$ cat config.mk
export PLATFORM = sky130hd
export DESIGN_NAME = trd_unit
export DESIGN_NICKNAME = d
export VERILOG_FILES = /design/src/rtl/trd_pkg.sv /design/src/rtl/trd_addr_gen.sv /design/src/rtl/trd_seq.sv /design/src/rtl/trd_split.sv /design/src/rtl/trd_unit.sv
export SDC_FILE = /design/constraint.sdc
export NUM_CORES = 1
export LEC_CHECK = 0
export BUFFER_PORTS_ARGS = -buffer_cell sky130_fd_sc_hd__buf_2
export CAP_MARGIN = 20
export CORE_MARGIN = 8
export CORE_UTILIZATION = 29
export DETAILED_ROUTE_END_ITERATION = 10
export GPL_TIMING_DRIVEN = 0
export PLACE_DENSITY_LB_ADDON = 0.08
export SYNTH_ARGS = -nofsm -noshare
export SYNTH_HDL_FRONTEND = slang
export SYNTH_SLANG_ARGS = --single-unit
export TNS_END_PERCENT = 20
$ cat constraint.sdc
create_clock -name clk -period 1.2 [get_ports clk]
set_input_delay 0.12 -clock clk [delete_from_list [all_inputs] [get_ports clk]]
set_output_delay 0.12 -clock clk [all_outputs]
set_load 0.01 [all_outputs]
$ cat src/rtl/trd_pkg.sv
// Shared types of the table-read address unit.
package trd_pkg;
    typedef enum logic [1:0] {
        ST_IDLE  = 2'd0,
        ST_READ  = 2'd1,
        ST_WRITE = 2'd2
    } trd_state_e;

    typedef enum logic {
        PG_CURRENT = 1'b0,
        PG_LAST    = 1'b1
    } trd_page_e;

    typedef enum logic {
        DST_REG = 1'b0,
        DST_RAM = 1'b1
    } trd_dest_e;
endpackage

$ cat src/rtl/trd_addr_gen.sv
// Forms the program-memory lookup address from a page and a two-nibble offset.
// Assumes the page given is already the advanced program counter page.
module trd_addr_gen
    import trd_pkg::*;
#(
    parameter int PAGE_W = 4,
    parameter int NIB_W  = 4
) (
    input  trd_page_e                  page_sel,
    input  logic [PAGE_W-1:0]          cur_page,
    input  logic [NIB_W-1:0]           r1,
    input  logic [NIB_W-1:0]           r0,
    output logic [PAGE_W+2*NIB_W-1:0]  addr
);
    localparam logic [PAGE_W-1:0] LAST_PAGE = '1;

    logic [PAGE_W-1:0] page;

    // Choose between the program counter page and the fixed last page.
    always_comb begin
        page = (page_sel == PG_LAST) ? LAST_PAGE : cur_page;
    end

    assign addr = {page, r1, r0};
endmodule

$ cat src/rtl/trd_seq.sv
// Three-state sequencer: accept, one read cycle, one write cycle.
// Latches the lookup address, destination and RAM offset on acceptance.
// Assumes start may be issued in idle or write state; it is dropped in read state.
module trd_seq
    import trd_pkg::*;
#(
    parameter int ADDR_W = 12,
    parameter int OFS_W  = 8
) (
    input  logic              clk,
    input  logic              rst_n,
    input  logic              start,
    input  logic [ADDR_W-1:0] addr_in,
    input  trd_dest_e         dest_in,
    input  logic [OFS_W-1:0]  ofs_in,
    output trd_state_e        state,
    output logic [ADDR_W-1:0] addr_q,
    output trd_dest_e         dest_q,
    output logic [OFS_W-1:0]  ofs_q
);
    logic       accept;
    trd_state_e state_nx;

    assign accept = start && (state != ST_READ);

    // Next-state selection.
    always_comb begin
        case (state)
            ST_READ: state_nx = ST_WRITE;
            default: state_nx = accept ? ST_READ : ST_IDLE;
        endcase
    end

    // State register.
    always_ff @(posedge clk) begin
        if (!rst_n) state <= ST_IDLE;
        else        state <= state_nx;
    end

    // Capture the operands of an accepted lookup.
    always_ff @(posedge clk) begin
        if (!rst_n) begin
            addr_q <= '0;
            dest_q <= DST_REG;
            ofs_q  <= '0;
        end else if (accept) begin
            addr_q <= addr_in;
            dest_q <= dest_in;
            ofs_q  <= ofs_in;
        end
    end
endmodule

$ cat src/rtl/trd_split.sv
// Splits the fetched byte: low nibble to the accumulator, high nibble to
// register four or to data RAM. Assumes the byte is stable during the write phase.
module trd_split
    import trd_pkg::*;
#(
    parameter int NIB_W = 4
) (
    input  logic               wr_phase,
    input  trd_dest_e          dest,
    input  logic [2*NIB_W-1:0] ofs,
    input  logic [2*NIB_W-1:0] byte_in,
    output logic               acc_we,
    output logic [NIB_W-1:0]   acc_wdata,
    output logic               r4_we,
    output logic [NIB_W-1:0]   r4_wdata,
    output logic               ram_we,
    output logic [2*NIB_W-1:0] ram_addr,
    output logic [NIB_W-1:0]   ram_wdata
);
    logic [NIB_W-1:0] lo_nib;
    logic [NIB_W-1:0] hi_nib;

    assign lo_nib = byte_in[NIB_W-1:0];
    assign hi_nib = byte_in[2*NIB_W-1:NIB_W];

    // Route nibbles and enables to their destinations.
    always_comb begin
        acc_we    = wr_phase;
        acc_wdata = lo_nib;
        r4_we     = wr_phase && (dest == DST_REG);
        r4_wdata  = hi_nib;
        ram_we    = wr_phase && (dest == DST_RAM);
        ram_wdata = hi_nib;
        ram_addr  = ofs;
    end
endmodule

$ cat src/rtl/trd_unit.sv
// Top of the paged table-read address unit.
// Assumes program memory registers rom_data one cycle after rom_rd.
module trd_unit
    import trd_pkg::*;
#(
    parameter int PAGE_W = 4,
    parameter int NIB_W  = 4
) (
    input  logic                                clk,
    input  logic                                rst_n,
    input  logic                                start,
    input  logic                                sel_last,
    input  logic                                to_ram,
    input  logic [PAGE_W-1:0]                   pc_page,
    input  logic [NIB_W-1:0]                    r0,
    input  logic [NIB_W-1:0]                    r1,
    input  logic [2*NIB_W-1:0]                  rom_data,
    output logic [PAGE_W+2*NIB_W-1:0]           rom_addr,
    output logic                                rom_rd,
    output logic                                hold_pc,
    output logic                                acc_we,
    output logic [NIB_W-1:0]                    acc_wdata,
    output logic                                r4_we,
    output logic [NIB_W-1:0]                    r4_wdata,
    output logic                                ram_we,
    output logic [2*NIB_W-1:0]                  ram_addr,
    output logic [NIB_W-1:0]                    ram_wdata
);
    localparam int OFS_W  = 2 * NIB_W;
    localparam int ADDR_W = PAGE_W + OFS_W;

    logic [ADDR_W-1:0] addr_c;
    logic [ADDR_W-1:0] addr_q;
    logic [OFS_W-1:0]  ofs_q;
    trd_dest_e         dest_q;
    trd_state_e        state;

    trd_addr_gen #(.PAGE_W(PAGE_W), .NIB_W(NIB_W)) u_addr (
        .page_sel (trd_page_e'(sel_last)),
        .cur_page (pc_page),
        .r1       (r1),
        .r0       (r0),
        .addr     (addr_c)
    );

    trd_seq #(.ADDR_W(ADDR_W), .OFS_W(OFS_W)) u_seq (
        .clk     (clk),
        .rst_n   (rst_n),
        .start   (start),
        .addr_in (addr_c),
        .dest_in (trd_dest_e'(to_ram)),
        .ofs_in  ({r1, r0}),
        .state   (state),
        .addr_q  (addr_q),
        .dest_q  (dest_q),
        .ofs_q   (ofs_q)
    );

    trd_split #(.NIB_W(NIB_W)) u_split (
        .wr_phase  (state == ST_WRITE),
        .dest      (dest_q),
        .ofs       (ofs_q),
        .byte_in   (rom_data),
        .acc_we    (acc_we),
        .acc_wdata (acc_wdata),
        .r4_we     (r4_we),
        .r4_wdata  (r4_wdata),
        .ram_we    (ram_we),
        .ram_addr  (ram_addr),
        .ram_wdata (ram_wdata)
    );

    assign rom_addr = addr_q;
    assign rom_rd   = (state == ST_READ);
    assign hold_pc  = (state == ST_READ);
endmodule

Word level (Yosys, flattened, before mapping)
Index checks and enable logic that the tools add are counted.
{"block": "totals", "register_bits": 23}
{"block": "op_classes", "eq_ne": 3, "mux": 3, "bitwise_logic": 2, "reduce_logical": 4}
{"cell": "$mux 4", "count": 1}
{"cell": "$logic_and 1x1->1", "count": 3}
{"cell": "$eq 2x1->1 const B", "count": 1}
{"cell": "$eq 2x2->1 const B", "count": 1}
{"cell": "$mux 2", "count": 1}
{"cell": "$ne 2x1->1 const B", "count": 1}
{"cell": "$not 1->1", "count": 2}
{"cell": "$reduce_or 2->1", "count": 1}
{"cell": "$mux 1", "count": 1}

Logic depth before layout (Yosys ltp)
{"block": "logic_depth", "depth_word": 4, "ltp_mapped": 4, "depth_no_buf": 3}

Cells and area by module
From an unflattened synthesis, not the netlist that was laid out.
{"block": "hier_totals", "hier_cells": 135, "area_unflattened_um2": 1201.2}
{"module": "trd_seq", "instances": 1, "cells_each": 97, "area_per_inst_um2": 919.6, "seq_area_each_um2": 460.4}
{"module": "trd_split", "instances": 1, "cells_each": 23, "area_per_inst_um2": 173.9, "seq_area_each_um2": 0.0}
{"module": "trd_addr_gen", "instances": 1, "cells_each": 12, "area_per_inst_um2": 85.1, "seq_area_each_um2": 0.0}
{"module": "trd_unit", "instances": 1, "cells_each": 3, "area_per_inst_um2": 22.5, "seq_area_each_um2": 0.0}

Worst setup path after synthesis
Ideal clock, no wire load.
{"block": "synth_path", "kind": "register -> output", "start": "register u_seq.state[0]", "end": "output r4_we", "arrival_time_ns": 0.809, "t_required_ns": 1.080, "path_slack_ns": 0.271, "path_stages_with_launch": 3, "cell_sequence": "dfxtp_1 > nor2b_1 > nor2b_1"}
{"block": "synth_via", "elab_chain_cells": 2}
{"item": "from (decl)", "line_no": "trd_seq.sv:16", "text": "output trd_state_e state,"}
{"item": "from (signal assigned)", "line_no": "trd_seq.sv:37", "text": "else state <= state_nx;"}
{"item": "$eq 2x2->1", "line_no": "trd_unit.sv:60", "text": ".wr_phase (state == ST_WRITE),"}
{"item": "net acc_we", "line_no": "trd_unit.sv:21", "text": "output logic acc_we,"}
{"item": "$logic_and 1x1->1", "line_no": "trd_split.sv:30", "text": "r4_we = wr_phase && (dest == DST_REG);"}
{"item": "to (decl)", "line_no": "trd_unit.sv:23", "text": "output logic r4_we,"}
The timed path passes the listed nets, and every way through them passes these cells.

Worst setup path in the final report
{"block": "layout_path", "start": "register u_seq.state[1]", "end": "output r4_we"}
{"block": "layout_via", "elab_chain_cells": 2}
{"item": "$eq 2x2->1", "line_no": "trd_unit.sv:60"}
{"item": "$logic_and 1x1->1", "line_no": "trd_split.sv:30"}
No other way between the ends.

==> results.md <==
- Hold bufs inserted after CTS: 0
- Post-detailed-placement cell area: 0.00110 sq mm
- Num Clock Sinks: 15
- Post-synth top area cell: dfxtp_1
- Most area-consuming cells after synthesis: dfxtp_1 37%, buf_4 21%, mux2i_1 11%
- Yosys top cell area share: 0.374
- Fin area: 0.00112 sq mm
- Pin count of the biggest net entering global routing: 11
- # diodes: 0
- Vias post-DR: 733
- Busiest layer in global routing: met2
- Vias per inst: 4.21
- Clock insertion delay at the later pin of the skew report: 280 ps
- Starting Density: 0.299
- Cts bufs inserted: 3
- Utilization after layout: 0.415
- Synth warnings: 0
- Global-route wire length before repair: 3.27 mm
- Global routing met3 resource utilization: 0.0372
- Area enclosed by the die boundary: 0.00471 sq mm
- Data arrival time of the critical path: 1010 ps
- Largest stage delay, worst path: 330 ps
- Row count: 19
- Commonest cells after routing, fill and taps aside: 52 x buf_2, 23 x buf_4, 18 x nand2_1, 14 x dfxtp_1, 9 x mux2i_1
- Via count of the first global-routing pass: 810
- Clock Tree Buf Depth: 2
- Number of input and output port buffers inserted: 51
- Post-route setup TNS: 0 ps
- Most common cell after layout, fill and taps aside: buf_2
- Post-route clock period utilization: 0.945
- Setup repair after global routing missed its margin: true
- Maximum net fanout on the critical path: 3
- # DRC: 0
- Final wirelength: 2.07 mm
- Clock Pin Slew Worst Setup and Hold Paths: 100 ps
- Post-Synthesis Net Count: 113
- Met1 routing resource usage after global routing: 0.0918
- Avg WL per Cell: 11.9 um
- Cells along the critical path: nor2b_2 > nor2b_1 > buf_2
- Number of instances in the placed design: 170
- Max-slew violations: 0
- Distinct cells, synth: 15
- Initial antenna violation count: 0
- Cell Area, Synth: 803 sq um
- Total of endpoints with negative setup slack in the final report: 0
- Power per cell area: 1030 mW/mm^2
- Post-synthesis sequential area ratio: 0.374
- Max-cap violations: 0
- Aggregate global routing overflow: 0
- Fill cell instance count of the final layout: 282
- Cell with the largest stage delay on the worst path: dfxtp_1
- Final net count: 169
- Post-Synthesis Cells: 88
- Sum of net half-perimeters after detailed placement: 1.67 mm
- CTS tree: built
- Number of routed nets with antenna violations: 0
- Area growth syn-to-layout: 38.9%
- Kind of end point of the critical path: output port
- TritonRoute pass-1 iters: 4
- Top-Level Pins: 62
- Clock root buffer master: clkbuf_4
- GR met2 Demand/Resource: 0.152
- Remaining max-slew budget at the tightest pin: 0.865
- Synthesized flop and latch total: 15
- Outcome: completed
- Worst vdd ir: 0.424 mV
- F_max: 882 MHz
- Weighted congestion at the end of routability-driven global placement: 0.716
- Overall power after layout: 1150 uW
- Violation count after the first detailed-route iteration: 21
- Min-delay worst type: in -> reg
- Clock period minus final worst setup slack: 1130 ps
- Avg Cell Area, Syn: 9.13 sq um
- Area of the core region: 0.00269 sq mm
- Worst endpoint required time: 1080 ps
- Final Hold Fails: 0
- Die height: 68.6 um
- Share of cells above drive strength 1: 0.615
- Chip width: 68.6 um
- Launching element type of the critical path: flop
- Worst slew pin tran: 202 ps
- Static power due to leakage: 0.000641 uW
- Aggregate global-route resource usage: 0.0882
- Final Non-Filler Cells: 174
- Layout Skew: 8.24 ps
- Start-to-end type of the worst setup path: reg -> out
- Max H-tree Level: 1
==> cell families (layout without fill, tap and decap cells) <==
kind of cell	count (synthesis)	count (layout)	share of synthesized area
mux	9	9	0.112
compound gates	8	8	0.0872
buf+inv	27	82	0.260
flops	15	15	0.374
simple gates	29	29	0.167
==> routing by layer <==
layer | vias to the layer above | wire (um) | part of all wire
met5 | - | 0 | 0
met3 | 2 | 230 | 0.11
met2 | 36 | 961 | 0.47
met4 | 0 | 9 | 0.0044
li1 | 374 | - | -
met1 | 321 | 865 | 0.42
==> final timing paths <==
check / end / slack [ps] / cells after the start / startpoint
worst max register to register: u_seq.ofs_q[1] / 130 / 4 / u_seq.state[1]
worst min register to register: u_seq.ofs_q[5] / 480 / 2 / u_seq.ofs_q[5]
worst max-delay path: r4_we / 70 / 3 / u_seq.state[1]
worst min-delay path: u_seq.ofs_q[2] / 70 / 3 / r0[2]
==> power breakdown <==
| part | leakage, uW | internal (uW) | switching [uW] |
|---|---|---|---|
| logic | 0.000500 | 160 | 139 |
| clock network | 0.0000177 | 123 | 167 |
| registers | 0.000124 | 534 | 24.1 |
==> flip-flops by register name, summed over array words and instances (netlist names) <==
signal / cells
u_seq.dest_q: 1
u_seq.state: 2
u_seq.addr_q: 5
u_seq.ofs_q: 7
==> cell type report <==
type	count	area, sq um	share of cell area
sequential	15	302	0.270
multi-input combinational	46	297	0.266
timing repair buffer	52	263	0.235
buffer	24	181	0.163
tap	31	38.8	0.0348
clock buffer	3	22.5	0.0202
inverter	2	7.51	0.00673
clock inverter	1	5.00	0.00448
==> cells in the mapped netlist (all sizes together) <==
cell type / n
dfxtp: 15
a21oi: 4
buf: 25
mux2i: 9
nor2: 6
inv: 2
nand2b: 1
and2: 1
nor2b: 2
a311oi: 4
nand2: 19
==> worst max-delay path, delay by kind of cell (launching register included) <==
| kind | cells | cell delay, ps |
|---|---|---|
| flip-flops | 1 | 330 |
| AND/OR/NAND/NOR | 2 | 280 |
| buffers and inverters | 1 | 130 |
==> through the flow <==
stage	hold WS (ps)	setup slack, ps
final	65.4	65.8
after global routing	52.7	-33.6
after CTS	58.5	30.3
after detailed placement	369	208
after global placement	363	213
after floorplan	259	271
==> repair_timing <==
| action | in CTS | in global routing |
|---|---|---|
| endpoints found under the setup margin | 3 | 2 |
| endpoints found under the hold margin | 0 | 0 |
| buffers inserted | 1 | 0 |
| resized for setup | 1 | 1 |
Power figures use the tool's default switching activity.
